**src/rtl/gpio_edge_pkg.sv**
```systemverilog
// Package: shared bus widths and the register offset encoding of the bank.
// Assumes a 32-bit data bus and eight word offsets.
package gpio_edge_pkg;
    localparam int BUS_W  = 32;
    localparam int ADDR_W = 3;

    typedef enum logic [ADDR_W-1:0] {
        OFS_LEVEL  = 3'd0,
        OFS_DIR    = 3'd1,
        OFS_SET    = 3'd2,
        OFS_CLR    = 3'd3,
        OFS_RISE   = 3'd4,
        OFS_FALL   = 3'd5,
        OFS_STATUS = 3'd6,
        OFS_NONE   = 3'd7
    } gpio_ofs_e;
endpackage

```
**src/rtl/gpio_sync_chain.sv**
```systemverilog
// Module: multi-stage synchroniser for a vector of asynchronous pad inputs.
// Assumes the bits are independent; there is no coherence between bits.
module gpio_sync_chain #(
    parameter int WIDTH  = 32,
    parameter int STAGES = 2
) (
    input  logic             clk,
    input  logic             rst_n,
    input  logic [WIDTH-1:0] async_in,
    output logic [WIDTH-1:0] sync_out
);
    logic [WIDTH-1:0] stage_q [STAGES];

    genvar s;
    generate
        for (s = 0; s < STAGES; s++) begin : g_stage
            // One flop stage of the chain; stage 0 samples the pads.
            always_ff @(posedge clk) begin
                if (!rst_n)
                    stage_q[s] <= '0;
                else if (s == 0)
                    stage_q[s] <= async_in;
                else
                    stage_q[s] <= stage_q[(s == 0) ? 0 : s-1];
            end
        end
    endgenerate

    assign sync_out = stage_q[STAGES-1];
endmodule

```
**src/rtl/gpio_edge_status.sv**
```systemverilog
// Module: per-pin edge detection and the sticky status register.
// Assumes lvl is already synchronous to clk. A fresh edge wins over a
// clear of the same bit in the same cycle.
module gpio_edge_status #(
    parameter int WIDTH = 32
) (
    input  logic             clk,
    input  logic             rst_n,
    input  logic [WIDTH-1:0] lvl,
    input  logic [WIDTH-1:0] rise_en,
    input  logic [WIDTH-1:0] fall_en,
    input  logic [WIDTH-1:0] clr_mask,
    output logic [WIDTH-1:0] status
);
    logic [WIDTH-1:0] lvl_prev;
    logic [WIDTH-1:0] hit;

    // Remember last cycle's level so that changes can be seen.
    always_ff @(posedge clk) begin
        if (!rst_n) lvl_prev <= '0;
        else        lvl_prev <= lvl;
    end

    // Armed edges this cycle: rising or falling, filtered by the enables.
    always_comb begin
        hit = (lvl & ~lvl_prev & rise_en) | (~lvl & lvl_prev & fall_en);
    end

    // Sticky flags: clear by mask, then let new edges set (edge wins).
    always_ff @(posedge clk) begin
        if (!rst_n) status <= '0;
        else        status <= (status & ~clr_mask) | hit;
    end
endmodule

```
**src/rtl/gpio_ctrl_regs.sv**
```systemverilog
// Module: bus write decode and the software-owned control state.
// Holds the output latch, direction and edge enables. It also turns a write
// of the status offset into a one-cycle clear mask. Assumes write data
// has already been cut to the pin count.
module gpio_ctrl_regs
    import gpio_edge_pkg::*;
#(
    parameter int WIDTH = 32
) (
    input  logic              clk,
    input  logic              rst_n,
    input  logic [ADDR_W-1:0] wr_addr,
    input  logic              wr_en,
    input  logic [WIDTH-1:0]  wr_bits,
    output logic [WIDTH-1:0]  out_latch,
    output logic [WIDTH-1:0]  dir_q,
    output logic [WIDTH-1:0]  rise_q,
    output logic [WIDTH-1:0]  fall_q,
    output logic [WIDTH-1:0]  clr_mask
);
    gpio_ofs_e ofs;
    assign ofs = gpio_ofs_e'(wr_addr);

    // Output latch: changed only through the atomic set and clear words.
    always_ff @(posedge clk) begin
        if (!rst_n)
            out_latch <= '0;
        else if (wr_en && ofs == OFS_SET)
            out_latch <= out_latch | wr_bits;
        else if (wr_en && ofs == OFS_CLR)
            out_latch <= out_latch & ~wr_bits;
    end

    // Direction and edge-enable registers: plain read/write words.
    always_ff @(posedge clk) begin
        if (!rst_n) begin
            dir_q  <= '0;
            rise_q <= '0;
            fall_q <= '0;
        end else if (wr_en) begin
            if (ofs == OFS_DIR)  dir_q  <= wr_bits;
            if (ofs == OFS_RISE) rise_q <= wr_bits;
            if (ofs == OFS_FALL) fall_q <= wr_bits;
        end
    end

    // Write-one-to-clear mask for the status register, live this cycle.
    always_comb begin
        clr_mask = (wr_en && ofs == OFS_STATUS) ? wr_bits : '0;
    end
endmodule

```
**src/rtl/gpio_edge_bank.sv**
```systemverilog
// Module: top of one GPIO bank with edge-detect interrupts.
// Wires the synchroniser, the control registers and the edge/status logic,
// and muxes read data. Assumes NUM_PINS is between 1 and 32; the unused
// upper bits read as zero.
module gpio_edge_bank
    import gpio_edge_pkg::*;
#(
    parameter int NUM_PINS    = 32,
    parameter int SYNC_STAGES = 2
) (
    input  logic              clk,
    input  logic              rst_n,
    input  logic [ADDR_W-1:0] bus_addr,
    input  logic              bus_we,
    input  logic [BUS_W-1:0]  bus_wdata,
    output logic [BUS_W-1:0]  bus_rdata,
    input  logic [NUM_PINS-1:0] pad_in,
    output logic [NUM_PINS-1:0] pad_out,
    output logic [NUM_PINS-1:0] pad_oe,
    output logic              irq_o
);
    logic [NUM_PINS-1:0] lvl_sync;
    logic [NUM_PINS-1:0] latch_q, dir_q, rise_q, fall_q, clr_mask, status_q;
    logic [NUM_PINS-1:0] wr_bits;

    assign wr_bits = bus_wdata[NUM_PINS-1:0];

    gpio_sync_chain #(.WIDTH(NUM_PINS), .STAGES(SYNC_STAGES)) u_sync (
        .clk      (clk),
        .rst_n    (rst_n),
        .async_in (pad_in),
        .sync_out (lvl_sync)
    );

    gpio_ctrl_regs #(.WIDTH(NUM_PINS)) u_regs (
        .clk       (clk),
        .rst_n     (rst_n),
        .wr_addr   (bus_addr),
        .wr_en     (bus_we),
        .wr_bits   (wr_bits),
        .out_latch (latch_q),
        .dir_q     (dir_q),
        .rise_q    (rise_q),
        .fall_q    (fall_q),
        .clr_mask  (clr_mask)
    );

    gpio_edge_status #(.WIDTH(NUM_PINS)) u_edge (
        .clk      (clk),
        .rst_n    (rst_n),
        .lvl      (lvl_sync),
        .rise_en  (rise_q),
        .fall_en  (fall_q),
        .clr_mask (clr_mask),
        .status   (status_q)
    );

    assign pad_out = latch_q;
    assign pad_oe  = dir_q;
    assign irq_o   = |status_q;

    // Read mux, zero-extended to the bus width.
    always_comb begin
        unique case (gpio_ofs_e'(bus_addr))
            OFS_LEVEL:         bus_rdata = BUS_W'(lvl_sync);
            OFS_DIR:           bus_rdata = BUS_W'(dir_q);
            OFS_SET, OFS_CLR:  bus_rdata = BUS_W'(latch_q);
            OFS_RISE:          bus_rdata = BUS_W'(rise_q);
            OFS_FALL:          bus_rdata = BUS_W'(fall_q);
            OFS_STATUS:        bus_rdata = BUS_W'(status_q);
            default:           bus_rdata = '0;
        endcase
    end
endmodule

```
**config.mk**
```make
export PLATFORM = sky130hd
export DESIGN_NAME = gpio_edge_bank
export DESIGN_NICKNAME = d
export VERILOG_FILES = /design/src/rtl/gpio_edge_pkg.sv /design/src/rtl/gpio_sync_chain.sv /design/src/rtl/gpio_edge_status.sv /design/src/rtl/gpio_ctrl_regs.sv /design/src/rtl/gpio_edge_bank.sv
export SDC_FILE = /design/constraint.sdc
export NUM_CORES = 1
export LEC_CHECK = 0
export ABC_AREA = 1
export BUFFER_PORTS_ARGS = -buffer_cell sky130_fd_sc_hd__buf_2
export CAP_MARGIN = 40
export CORE_MARGIN = 4
export CORE_UTILIZATION = 57
export DETAILED_ROUTE_END_ITERATION = 7
export PLACE_DENSITY = 0.8
export SYNTH_ARGS = -nofsm -noshare
export SYNTH_HDL_FRONTEND = slang
export SYNTH_SLANG_ARGS = --single-unit
export TNS_END_PERCENT = 20
```
**constraint.sdc**
```tcl
create_clock -name clk -period 1.3 [get_ports clk]
set_input_delay 0.065 -clock clk [delete_from_list [all_inputs] [get_ports clk]]
set_output_delay 0.065 -clock clk [all_outputs]
set_load 0.02 [all_outputs]
```
==> summary.txt <==
Run status
  • Status: complete, but fails checks
  • Failing checks: setup timing

Yosys
  • Post-synthesis xor/xnor area fraction: 0%
  • Mapped Nets: 1810
  • Post-synthesis mux area share: 0%
  • Main combinational cell family by area after synthesis: simple AND/OR/NAND/NOR gates
  • Syn. warnings: 0
  • Mapped Cells: 1740
  • Sequential fraction of the synthesis area: 46.3%
  • Synth Cell Area: approximately 11000 um2
  • Compound-cell area share of the yosys netlist: 6.60%
  • Syn Area/Cell: approximately 6.4 um2
  • Synth unique cells: 16
  • Post-Synth Adder-Cell Area: 0%
  • Simple-gate portion of the synthesized area: 36.2%
  • Post-synthesis register bit count: 256

CTS
  • Clk_lat worst skew: ~520 ps
  • Clock Sinks: 256
  • H-tree Lvls: 1
  • TritonCTS Buffers: 27
  • CTS tree: built
  • Clock Pin Slew Worst Setup and Hold Paths: 60 ps
  • Root Driver: clkbuf_16
  • Longest Clk Path Bufs: 3

Timing
  • Tcrit/Tclk final: 126%
  • Setup Viol. Count Final: 35
  • Worst Max-Slew Pin Slew: 470 ps
  • Setup ws final: -337 ps
  • Fin. Hold Viols: 0
  • Rel. slew slack: around two thirds
  • Min cycle time layout: 1640 ps
  • RSZ-0062 raised after global routing: yes
  • Skew final: 8.73 ps
  • Fmax: 611 MHz
  • Pins Over Slew Limit: 0

GRT
  • Vias in the first global route: around 11k
  • Total track usage: 28.8%
  • Largest net degree at the start of global routing: 70
  • First-pass GRT wire length: 52.3 mm
  • Total grt overflow: 0
  • Initial antenna violation count: 2

Power and ir drop
  • Worst IR Drop VDD: 0.00105 V
  • LEAKAGE: 0.00753 uW
  • Cell Pwr Density: around 1200 nW/um2

Route
  • Post-Route WL: 32.6 mm
  • Routed Antenna Nets: 0
  • 1st-pass router iterations: 6
  • Vias: 11.5k
  • Starting DRT DRC Count: 1096
  • DRC violations left: 0
  • Vias per cell: 5.10
  • Average routed wire per standard cell: 14.4 um

Setup path
  • Slowest stage cell, crit path: dfxtp_2
  • Critical Path Max Stage Delay: between 300 and 400 ps
  • CP startpoint kind: flip-flop
  • Critical Path AT: 1570 ps
  • Buf/Inv on CP: 1
  • Crit path cell chain: nor2_2 > nand4_1 > nor2_2 > nand2_1 > buf_6
  • Req. time, crit path: 1240 ps
  • Top delay family on crit path: simple AND/OR/NAND/NOR gates
  • Critical Path Most Common Cell: nor2_2
  • Reg2reg setup slack: 110 ps
  • Critical path type: reg2out
  • CP max FO: 2
  • CP Capture Type: output pin

Placement
  • GPL Wtd Cong: 0.862
  • Detailed placement HPWL: 19.7 mm
  • Input/output buffers: about 170
  • Area after DPL: 12400 um2
  • Dpl cells: ~2.1k
  • Pre-CTS setup slack: -86.2 ps

Floorplan
  • Initial Utilization: 58.6%
  • I/O pin count: 167
  • Row count: 50
  • Die X: 147 um
  • Core area: 18900 um2
  • DIE HEIGHT: 147 um
  • Die area: 21700 um2

Min path
  • HP Class: in2reg

Flow run
  • Max-cap viol count: 0

Cells and area
  • Area Growth Syn to Fin: 31.1%
  • Nets: 2048
  • Final Instance Area: approximately 15000 um2
  • Non-filler instance count after layout: ~2.3k
  • Layout cell share with drive strength beyond 1: about 20%
-- cells in the final DEF (no fill, tap or decap) --
cell type / n
clkbuf_8: 12
clkinv_2: 5
clkinv_1: 1
nor2_1: 250
clkbuf_1: 5
buf_6: 22
clkbuf_4: 1
dfxtp_1: 191
a21oi_1: 113
o21ai_0: 4
nor3_2: 1
nand2_1: 637
buf_2: 131
nor2_2: 21
clkbuf_16: 27
inv_1: 217
inv_2: 13
dlygate4sd3_1: 69
dfxtp_2: 65
diode_2: 2
nand3_2: 9
o21ai_1: 20
o21ai_2: 8
buf_4: 55
nand4_1: 22
nand2_2: 8
nand3_1: 71
nor2_4: 4
a21oi_2: 1
buf_12: 15
-- timing repair --
action,4_1_cts,5_1_grt
pin swaps,27,32
setup endpoints to repair,33,35
buffers inserted,12,3
gates resized for setup,102,104
endpoints found under the hold margin,192,0
hold buffers,69,0
-- worst register-to-register path: stages (launching register included) --
cell and delay (ps):
dfxtp_1 360, nand2_1 90, a21oi_2 140, dlygate4sd3_1 550
-- cell usage after synthesis, drive strengths merged --
master | instances | area share (%)
nand3 | 80 | 3.6
buf | 31 | 1.3
nand4 | 22 | 1.2
dfxtp | 256 | 46
nor3 | 1 | 0.045
clkbuf | 53 | 1.8
clkinv | 1 | 0.034
a21oi | 114 | 5.2
nand2 | 645 | 22
inv | 230 | 7.8
nor2 | 275 | 9.4
o21ai | 32 | 1.4
-- kinds of logic (layout without fill, tap and decap cells) --
logic type | Yosys count | after routing
DFF | 256 | 256
other | 0 | 2
and+or+nand+nor | 1023 | 1023
buffers and inverters | 315 | 573
AOI/OAI and AO/OA | 146 | 146
-- layer usage --
metal  wire length, um  GRT usage, %  part of all wire (%)
met2             15900          50.4                    49
met3              2880          5.46                   8.9
met1             12900          36.2                    40
met5                13             0                 0.040
met4               896          8.25                   2.8
-- area by class of cell --
type                    instances  area, um2
flip-flops and latches        256       5210
diodes                          2       5.00
fillers                      1394       4380
clock buffers                  44        860
repair buffers                293       2310
inverters                     231        867
well taps                     260        325
clock inverters                 5       25.0
multi-input cells            1169       4910
-- worst paths after layout --
| path | startpoint | end | cells after the start |
|---|---|---|---|
| setup / recovery | u_edge.status[23] | irq_o | 5 |
| hold / removal | bus_we | u_regs.fall_q[16] | 4 |
| setup reg to reg | u_regs.rise_q[12] | u_regs.rise_q[12] | 3 |
| hold reg to reg | u_sync.stage_q[0][18] | u_sync.stage_q[1][18] | 2 |
-- per-stage QoR --
| stage | utilization [%] | TNS, ps | power [uW] | hold slack (ps) |
|---|---|---|---|---|
| final | 76.8 | -3150 | 17600 | 93.9 |
| after CTS | 75.7 | -3800 | 17600 | 70.9 |
| after floorplan | - | 0 | 9230 | 163 |
| after detailed placement | 65.8 | -718 | 9890 | 250 |
| after global placement | 65.8 | -639 | 9850 | 245 |
| after global routing | 76.8 | -5330 | 18200 | 131 |
-- report_power, final --
part | internal (uW) | switching [uW]
Combinational | 676 | 1090
Clock | 4480 | 3070
Sequential | 8100 | 164
Total | 13300 | 4320
(Power assumes the default switching activity.)
